**config.mk**
```make
export PLATFORM = sky130hd
export DESIGN_NAME = evt_ctr_map
export DESIGN_NICKNAME = d
export VERILOG_FILES = /design/src/rtl/evt_ctr_map_pkg.sv /design/src/rtl/evt_ctr_map_wrqual.sv /design/src/rtl/evt_ctr_map_find.sv /design/src/rtl/evt_ctr_map_store.sv /design/src/rtl/evt_ctr_map.sv
export SDC_FILE = /design/constraint.sdc
export NUM_CORES = 2
export LEC_CHECK = 0
export CAP_MARGIN = 25
export CORE_MARGIN = 1.5
export CORE_UTILIZATION = 53
export DETAILED_ROUTE_END_ITERATION = 16
export PLACE_DENSITY = 0.7
export SLEW_MARGIN = 10
export SYNTH_ARGS = -nofsm -noshare
export SYNTH_HDL_FRONTEND = slang
export SYNTH_SLANG_ARGS = --single-unit
```
**constraint.sdc**
```tcl
create_clock -name clk -period 12.3 [get_ports clk]
set_input_delay 3.69 -clock clk [delete_from_list [all_inputs] [get_ports clk]]
set_output_delay 3.69 -clock clk [all_outputs]
set_load 0.02 [all_outputs]
```
**src/rtl/evt_ctr_map_pkg.sv**
```systemverilog
package evt_ctr_map_pkg;
  localparam int EVT_W      = 20;
  localparam int CIX_W      = 5;
  localparam int FIRST_PROG = 3;
  localparam logic [EVT_W-1:0] CODE_CYC = 20'h00001;
  localparam logic [EVT_W-1:0] CODE_INS = 20'h00002;
  localparam logic [CIX_W-1:0] FIX_CYC_IX = 5'd0;
  localparam logic [CIX_W-1:0] FIX_INS_IX = 5'd2;

  // Accepted event codes
  function automatic logic code_ok(input logic [EVT_W-1:0] k);
    case (k)
      20'h00001, 20'h00002, 20'h10019, 20'h1001B, 20'h10021: return 1'b1;
      default: return 1'b0;
    endcase
  endfunction

  // Programmable counters: n consecutive indices from FIRST_PROG upward
  function automatic logic [31:0] avail_mask(input int n);
    logic [31:0] m;
    m = '0;
    for (int i = 0; i < 32; i++)
      if (i >= FIRST_PROG && i < FIRST_PROG + n) m[i] = 1'b1;
    return m;
  endfunction
endpackage

```
**src/rtl/evt_ctr_map_wrqual.sv**
```systemverilog
module evt_ctr_map_wrqual
  import evt_ctr_map_pkg::*;
#(
  parameter int NUM_PROG = 8,
  parameter int SEL_W    = 64
) (
  input  logic             wr_en,
  input  logic [CIX_W-1:0] wr_idx,
  input  logic [SEL_W-1:0] wr_val,
  output logic             wr_acc,
  output logic             val_zero,
  output logic [EVT_W-1:0] wr_key,
  output logic             key_ok
);
  localparam logic [31:0] AVAIL = avail_mask(NUM_PROG);

  logic idx_ok;

  always_comb begin
    idx_ok   = (wr_idx >= CIX_W'(FIRST_PROG)) && AVAIL[wr_idx];
    wr_acc   = wr_en && idx_ok;
    val_zero = (wr_val == '0);
    wr_key   = wr_val[EVT_W-1:0];
    key_ok   = code_ok(wr_key);
  end
endmodule

```
**src/rtl/evt_ctr_map_find.sv**
```systemverilog
module evt_ctr_map_find
  import evt_ctr_map_pkg::*;
#(
  parameter int ENTRIES = 29
) (
  input  logic [ENTRIES-1:0]            vld,
  input  logic [ENTRIES-1:0][EVT_W-1:0] keys,
  input  logic [ENTRIES-1:0][CIX_W-1:0] ctrs,
  input  logic [EVT_W-1:0]              key,
  output logic                          hit,
  output logic [CIX_W-1:0]              ctr
);
  // Parallel compare; lowest matching slot wins (keys are unique anyway)
  always_comb begin
    hit = 1'b0;
    ctr = '0;
    for (int i = ENTRIES - 1; i >= 0; i--) begin
      if (vld[i] && keys[i] == key) begin
        hit = 1'b1;
        ctr = ctrs[i];
      end
    end
  end
endmodule

```
**src/rtl/evt_ctr_map_store.sv**
```systemverilog
module evt_ctr_map_store
  import evt_ctr_map_pkg::*;
#(
  parameter int ENTRIES = 29
) (
  input  logic                          clk,
  input  logic                          rst_n,
  input  logic                          ins_en,
  input  logic [EVT_W-1:0]              ins_key,
  input  logic [CIX_W-1:0]              ins_ctr,
  input  logic                          rem_en,
  input  logic [CIX_W-1:0]              rem_ctr,
  output logic [ENTRIES-1:0]            vld,
  output logic [ENTRIES-1:0][EVT_W-1:0] keys,
  output logic [ENTRIES-1:0][CIX_W-1:0] ctrs,
  output logic                          has_free
);
  localparam int IX_W = (ENTRIES > 1) ? $clog2(ENTRIES) : 1;

  logic [IX_W-1:0] free_ix;

  always_comb begin
    has_free = 1'b0;
    free_ix  = '0;
    for (int i = ENTRIES - 1; i >= 0; i--) begin
      if (!vld[i]) begin
        has_free = 1'b1;
        free_ix  = IX_W'(i);
      end
    end
  end

  always_ff @(posedge clk) begin
    if (!rst_n) begin
      vld  <= '0;
      keys <= '0;
      ctrs <= '0;
    end else begin
      for (int i = 0; i < ENTRIES; i++)
        if (rem_en && vld[i] && ctrs[i] == rem_ctr) vld[i] <= 1'b0;
      if (ins_en) begin
        vld[free_ix]  <= 1'b1;
        keys[free_ix] <= ins_key;
        ctrs[free_ix] <= ins_ctr;
      end
    end
  end
endmodule

```
**src/rtl/evt_ctr_map.sv**
```systemverilog
module evt_ctr_map
  import evt_ctr_map_pkg::*;
#(
  parameter int ENTRIES  = 29,
  parameter int NUM_PROG = 8,
  parameter int SEL_W    = 64
) (
  input  logic             clk,
  input  logic             rst_n,
  input  logic             sel_wr_en,
  input  logic [CIX_W-1:0] sel_wr_idx,
  input  logic [SEL_W-1:0] sel_wr_val,
  input  logic [EVT_W-1:0] look_evt,
  output logic             look_hit,
  output logic [CIX_W-1:0] look_ctr,
  input  logic [CIX_W-1:0] mon_ctr,
  output logic             mon_cycles,
  output logic             mon_instret
);
  logic                          wr_acc, val_zero, key_ok;
  logic [EVT_W-1:0]              wr_key;
  logic [ENTRIES-1:0]            ent_vld;
  logic [ENTRIES-1:0][EVT_W-1:0] ent_key;
  logic [ENTRIES-1:0][CIX_W-1:0] ent_ctr;
  logic                          has_free;
  logic                          key_present;
  logic [CIX_W-1:0]              key_owner;
  logic                          do_insert, do_remove;
  logic [1:0]                    mhit;
  logic [1:0][CIX_W-1:0]         mix;

  evt_ctr_map_wrqual #(.NUM_PROG(NUM_PROG), .SEL_W(SEL_W)) u_wrq (
    .wr_en(sel_wr_en), .wr_idx(sel_wr_idx), .wr_val(sel_wr_val),
    .wr_acc(wr_acc), .val_zero(val_zero), .wr_key(wr_key), .key_ok(key_ok)
  );

  evt_ctr_map_find #(.ENTRIES(ENTRIES)) u_wfind (
    .vld(ent_vld), .keys(ent_key), .ctrs(ent_ctr), .key(wr_key),
    .hit(key_present), .ctr(key_owner)
  );

  assign do_remove = wr_acc && val_zero;
  assign do_insert = wr_acc && !val_zero && key_ok && !key_present && has_free;

  evt_ctr_map_store #(.ENTRIES(ENTRIES)) u_store (
    .clk(clk), .rst_n(rst_n),
    .ins_en(do_insert), .ins_key(wr_key), .ins_ctr(sel_wr_idx),
    .rem_en(do_remove), .rem_ctr(sel_wr_idx),
    .vld(ent_vld), .keys(ent_key), .ctrs(ent_ctr), .has_free(has_free)
  );

  evt_ctr_map_find #(.ENTRIES(ENTRIES)) u_lfind (
    .vld(ent_vld), .keys(ent_key), .ctrs(ent_ctr), .key(look_evt),
    .hit(look_hit), .ctr(look_ctr)
  );

  // Monitor units: slot 0 tracks the cycle code, slot 1 the instruction code
  for (genvar g = 0; g < 2; g++) begin : g_mon
    localparam logic [EVT_W-1:0] MKEY = (g == 0) ? CODE_CYC : CODE_INS;
    evt_ctr_map_find #(.ENTRIES(ENTRIES)) u_mfind (
      .vld(ent_vld), .keys(ent_key), .ctrs(ent_ctr), .key(MKEY),
      .hit(mhit[g]), .ctr(mix[g])
    );
  end

  assign mon_cycles  = (mon_ctr == FIX_CYC_IX) || (mhit[0] && mix[0] == mon_ctr);
  assign mon_instret = (mon_ctr == FIX_INS_IX) || (mhit[1] && mix[1] == mon_ctr);

  logic unused_owner;
  assign unused_owner = ^key_owner;
endmodule

```
Word level (Yosys, flattened, before mapping)
Memory sizes are Yosys's and may differ from the RTL's.
Cells that the tools add are included.
{"block": "word_totals", "rom_bits": 32, "mem_count": 1, "elab_cells": 739, "out_inout_bits": 8, "reg_bits": 754, "in_bits": 97}
{"memory": "(name not given)", "words": 32, "width": 1, "read_ports": 1, "rd_ports_with_merged_regs": 0, "wr": 0, "line": "evt_ctr_map_wrqual.sv:20", "source": "idx_ok = (wr_idx >= CIX_W'(FIRST_PROG)) && AVAIL[wr_idx];"}
{"block": "classes", "mux": 330, "n_bitwise": 1, "eq_ne": 153, "n_reduce_logical": 191, "order_cmp": 4}
{"operator": "$eq A20 B20 Y1", "count": 58}
{"operator": "$eq A20 B1 Y1 const B", "count": 30}
{"operator": "$eq A20 B2 Y1 const B", "count": 30}
{"operator": "$mux W5", "count": 117}
{"operator": "$bwmux W580", "count": 1}
{"operator": "$mux W1", "count": 206}
{"operator": "$logic_and A1 B1 Y1", "count": 184}
{"operator": "$eq A5 B5 Y1", "count": 31}
{"operator": "$bwmux W145", "count": 1}
{"operator": "$demux W20 S5", "count": 1}
{"operator": "$logic_not A64 Y1", "count": 1}
{"operator": "$eq A20 B17 Y1 const B", "count": 3}
{"operator": "$mux W29", "count": 1}
{"operator": "$or A29 B29 Y29", "count": 1}
{"operator": "$demux W5 S5", "count": 1}
{"operator": "$mux W20", "count": 1}
{"operator": "$lt A5 B6 Y1 const B", "count": 2}
{"operator": "$demux W1 S5", "count": 1}
{"operator": "$eq A5 B2 Y1 const B", "count": 1}
{"operator": "$ge A5 B1 Y1 const B", "count": 1}
{"operator": "$ge A5 B2 Y1 const B", "count": 1}
{"operator": "$logic_not A5 Y1", "count": 1}
{"operator": "$reduce_or A5 Y1", "count": 1}
{"operator": "$logic_not A1 Y1", "count": 2}
{"operator": "$logic_or A1 B1 Y1", "count": 2}

Longest topological paths before layout
{"block": "logic_depth", "depth_word": 35, "mapped_depth": 17, "depth_no_buf": 11}

Cells and area by module
From an unflattened synthesis, not the netlist that was laid out.
{"block": "unflattened", "cells_unflattened": 7574, "area_unflattened_um2": 64902.2}
{"mod": "evt_ctr_map_find", "seq_area_each_um2": 0.0, "cells_per_inst": 1150, "area_each_um2": 8812.2, "n_inst": 4}
{"mod": "evt_ctr_map_store", "seq_area_each_um2": 15094.5, "cells_per_inst": 2897, "area_each_um2": 29112.9, "n_inst": 1}
{"mod": "evt_ctr_map_wrqual", "seq_area_each_um2": 0.0, "cells_per_inst": 54, "area_each_um2": 379.1, "n_inst": 1}
{"mod": "evt_ctr_map", "seq_area_each_um2": 0.0, "cells_per_inst": 23, "area_each_um2": 161.4, "n_inst": 1}

Least setup slack after synthesis
Ideal clock, no wire load.
{"block": "synth_path", "path_type": "input to output", "start": "input look_evt[3]", "end": "output look_ctr[4]", "path_buffers": 3, "arrival_ns": 6.705, "cell_stages": 13, "slack_ns": 1.905, "path_cell_list": "buf_2 -> buf_2 -> buf_2 -> xnor2_1 -> nand4_1 -> nor4_1 -> nand4_1 -> inv_1 -> nand2_1 -> a21oi_1 -> o2111a_1 -> nand2_1 -> o311ai_0"}
{"block": "synth_via", "elab_chain_cells": 31}
{"element": "from (decl)", "line": "evt_ctr_map.sv:13", "source": "input logic [EVT_W-1:0] look_evt,"}
{"element": "$eq A20 B20 Y1", "line": "evt_ctr_map_find.sv:18", "source": "if (vld[i] && keys[i] == key) begin"}
{"element": "$logic_and A1 B1 Y1", "line": "evt_ctr_map_find.sv:18"}
{"element": "$mux W5 (28 in a row)", "line": "evt_ctr_map_find.sv:18"}
{"element": "$mux W5 (*)", "line": "evt_ctr_map_find.sv:18"}
{"element": "to (decl)", "line": "evt_ctr_map.sv:15", "source": "output logic [CIX_W-1:0] look_ctr,"}
Every way passes the cells marked *; elsewhere a longest branch is shown, timed or not.

Worst setup path in the final report
{"block": "layout_path", "start": "input look_evt[11]", "end": "output look_ctr[1]"}
Same word-level chain as after synthesis.

==> flow_metrics.py <==
metrics = {
    "cts": {
        "cts_buffers": 85,
        "cts_root_buf": "clkbuf_16",
        "clockBufferDepth": 3,
        "cts.sinks": 754,
        "cts_resized": 0,
        "insertion_delay_ns": 0.70,
        "cts_setup_buffers": 0,
        "cts_tree": "built",
        "ctsHoldBuffers": 0,
        "htree_levels": 3,
        "clkTransAtPathRegs_ns": 0.06,
    },
    "finish": {
        "fin_nets": 5431,
        "final_util_pct": 58.3,
        "area_delta_synth_final_pct": 9.23,
        "layout-drive-gt1-share_pct": 7.80,
    },
    "sta": {
        "setup_violations": 0,
        "timing.final.crit_period_ns": 11.95,
        "fmax_ghz": 0.0837,
        "timing.hold.ws_ns": 0.531,
        "finalSetupTns_ns": 0,
        "max_slew_margin_pct": 18.7,
        "drv_slew": 0,
        "grt_setup_unrepaired": "false",
        "worst_pin_slew_ns": 1.21,
        "hold_viol_final": 0,
        "fin_skew_ns": 0.0365,
        "fin_crit_sh_pct": 97.1,
    },
    "pwr": {
        "cellLeakagePower_nw": 21.8,
        "combPwrFrac_pct": 9.2,
        "p_per_area_nw_per_um2": 107,
        "clockPowerShare_pct": 47.4,
        "p_switching_w": 0.00141,
        "seq_power_share_pct": 43.5,
        "ir_drop_mv": 0.114,
        "p_int_w": 0.00421,
        "switching_share_pct": 25.1,
    },
    "floorplanning": {
        "io_pins": 105,
        "core_area_um2": 89900,
        "initial_utilization_pct": 53.4,
        "rows": 110,
        "fp.dieW_um": 304,
        "die_area_um2": 92300,
        "die_y_um": 304,
    },
    "critical_path": {
        "critPathRequiredTime_ns": 8.61,
        "cp-end-kind": "output port",
        "critPathMaxFanout": 13,
        "cp-start-kind": "primary input",
        "reg2regPathDepth": 10,
        "crit_type": "in2out",
        "worstPathArrival_ns": 8.26,
    },
    "flow_run": {
        "cap_viol_max_count": 0,
    },
    "yosys": {
        "synth_edf_count": 0,
        "synthArstFlopShare_pct": 0,
        "syn_area_um2": 48000,
        "postSynthCellCount": 5388,
        "ys_types": 99,
        "yosys_most_used_dff": "dfxtp_1",
        "ys_seq_area_share_pct": 31.5,
        "ys_ff_latch": 754,
        "avgSynthCellArea_um2": 8.90,
        "syn_nets": 5485,
        "synth_warnings": 0,
    },
    "drt": {
        "num_vias": 43094,
        "drt-vias-per-instance": 6.56,
        "drt-total-wl_mm": 188,
        "dr.pass1.iters": 6,
        "avgRoutedWirePerCell_um": 28.6,
        "first_iter_violations": 5813,
        "drc": 0,
        "ant_nets": 0,
    },
    "run_status": {
        "status": "finished clean",
    },
    "placement": {
        "io_buffers": 104,
        "dp_hpwl_mm": 137,
        "gp_congestion": 1.07,
    },
    "global_routing": {
        "grt_use_total_pct": 39.5,
        "grt-ovfl-total": 0,
        "grt_pass1_wl_mm": 276,
        "grt_max_degree": 270,
        "grt_pass1_vias": 41081,
        "grt_antenna_before_repair": 8,
    },
    "worst_hold_path": {
        "holdPathStages": 1,
        "min_path_type": "reg2reg",
    },
}
[logic make-up after synthesis]
kind of cell    share of synthesized area (%)
simple gates                             25.8
mux                                      6.63
buf+inv                                  5.03
flops                                    31.5
xor+xnor                                 24.0
compound gates                           7.11
[sequential cells by signal, summed over array words and instances, names as in the netlist]
name / cells
u_store.ctrs: 145
u_store.keys: 580
u_store.vld: 29
[cell usage in the layout, fill, tap and decap left out, drive strengths merged, types with 15 or more instances in the layout]
master	count
a21boi	38
a31oi	23
and4	15
o211ai	29
inv	90
xor2	522
clkdlybuf4s50	58
mux2i	312
xnor2	791
nand2	131
clkbuf	119
and3	451
and2	21
or4	23
o21ai	100
or3	40
nor3	88
nor4	286
o41ai	30
nor2b	311
buf	203
nor2	142
nand4	240
nand3b	15
nand3	158
a211oi	25
nor4b	38
nand2b	26
a21oi	77
dfxtp	754
a311oi	17
[critical path, cell delays in order]
cell and delay, ns:
buf_2 0.49, buf_4 0.47, xnor2_1 0.16, nand4_1 0.11, nor4_1 0.27, nand4_1 0.52, mux2i_1 0.25, nor2_1 0.15
nand3_1 0.10, a311oi_1 0.42, o21ai_0 0.35, a221oi_1 0.44, buf_4 0.21, clkdlybuf4s50_1 0.61
[path summary, 6_finish.rpt]
check        slack, ns                             end                      startpoint
max               0.35                     look_ctr[1]                    look_evt[11]
min               0.53  u_store.ctrs[119]$_SDFFE_PN0P_  u_store.ctrs[119]$_SDFFE_PN0P_
max reg2reg       7.68   u_store.keys[17]$_SDFFE_PN0P_      u_store.vld[26]$_SDFF_PN0_
min reg2reg       0.53  u_store.ctrs[119]$_SDFFE_PN0P_  u_store.ctrs[119]$_SDFFE_PN0P_
[metal layers]
| layer | global-route usage (%) | wire, um | part of all wire (%) | vias up |
|---|---|---|---|---|
| met5 | 0.465 | 143 | 0.076 | - |
| met1 | 53.0 | 75900 | 40 | 20479 |
| met3 | 11.0 | 23500 | 12 | 746 |
| met2 | 57.3 | 77200 | 41 | 2838 |
| met4 | 21.4 | 11700 | 6.2 | 16 |
| li1 | - | - | - | 19015 |
[layout make-up]
type,instances,area [um2]
fill,7999,37500
multi-input combinational,4143,30500
sequential,754,15100
tap,1176,1470
inverter,87,327
antenna,2,5.00
clock buffer,118,2440
clock inverter,31,438
timing repair buffer,263,2090
[per-stage QoR]
| step | power (W) | cell area, um2 | cells | setup slack, ns |
|---|---|---|---|---|
| after floorplan | 0.00284 | 48000 | 5388 | 1.91 |
| after global placement | 0.00298 | 49400 | 6417 | 0.714 |
| after detailed placement | 0.00299 | 49500 | 6419 | 0.655 |
| after CTS | 0.00562 | 52300 | 6568 | 0.597 |
| after global routing | 0.00575 | 52400 | 6572 | 0.315 |
| final | 0.00562 | 52400 | 6574 | 0.353 |
[cell usage after synthesis, types with 15 or more instances]
master    number  share of area [%]
a211oi_1      24               0.38
a21boi_0      26               0.41
a21oi_1       77               0.80
a311oi_1      17               0.31
a31oi_1       23               0.30
and2_1        21               0.27
and3_1       451                5.9
and4_1        15               0.27
buf_1         18               0.14
buf_2        107                1.1
buf_4         36               0.56
buf_6         30               0.70
clkbuf_1     204                1.6
dfxtp_1      754                 31
inv_1         87               0.68
mux2i_1      312                6.5
nand2_1      118               0.92
nand2b_1      26               0.34
nand3_1      150                1.6
nand4_1      238                3.1
nor2_1       134                1.0
nor2b_1      311                4.1
nor3_1        87               0.91
nor4_1       280                3.7
nor4b_1       36               0.66
o211ai_1      29               0.45
o21ai_0       96                1.0
o41ai_1       30               0.55
or3_1         40               0.52
or4_1         20               0.31
xnor2_1      791                 14
xor2_1       522                9.5
[power by group through the flow]
stage / combinational, W / clock (W) / sequential, W
floorplan: 0.000339 / 0 / 0.00250
global placement: 0.000488 / 0 / 0.00250
detailed placement: 0.000494 / 0 / 0.00250
CTS: 0.000496 / 0.00268 / 0.00244
global route: 0.000532 / 0.00277 / 0.00244
finish: 0.000515 / 0.00266 / 0.00244
No activity file was read; power rests on OpenSTA's default activity.
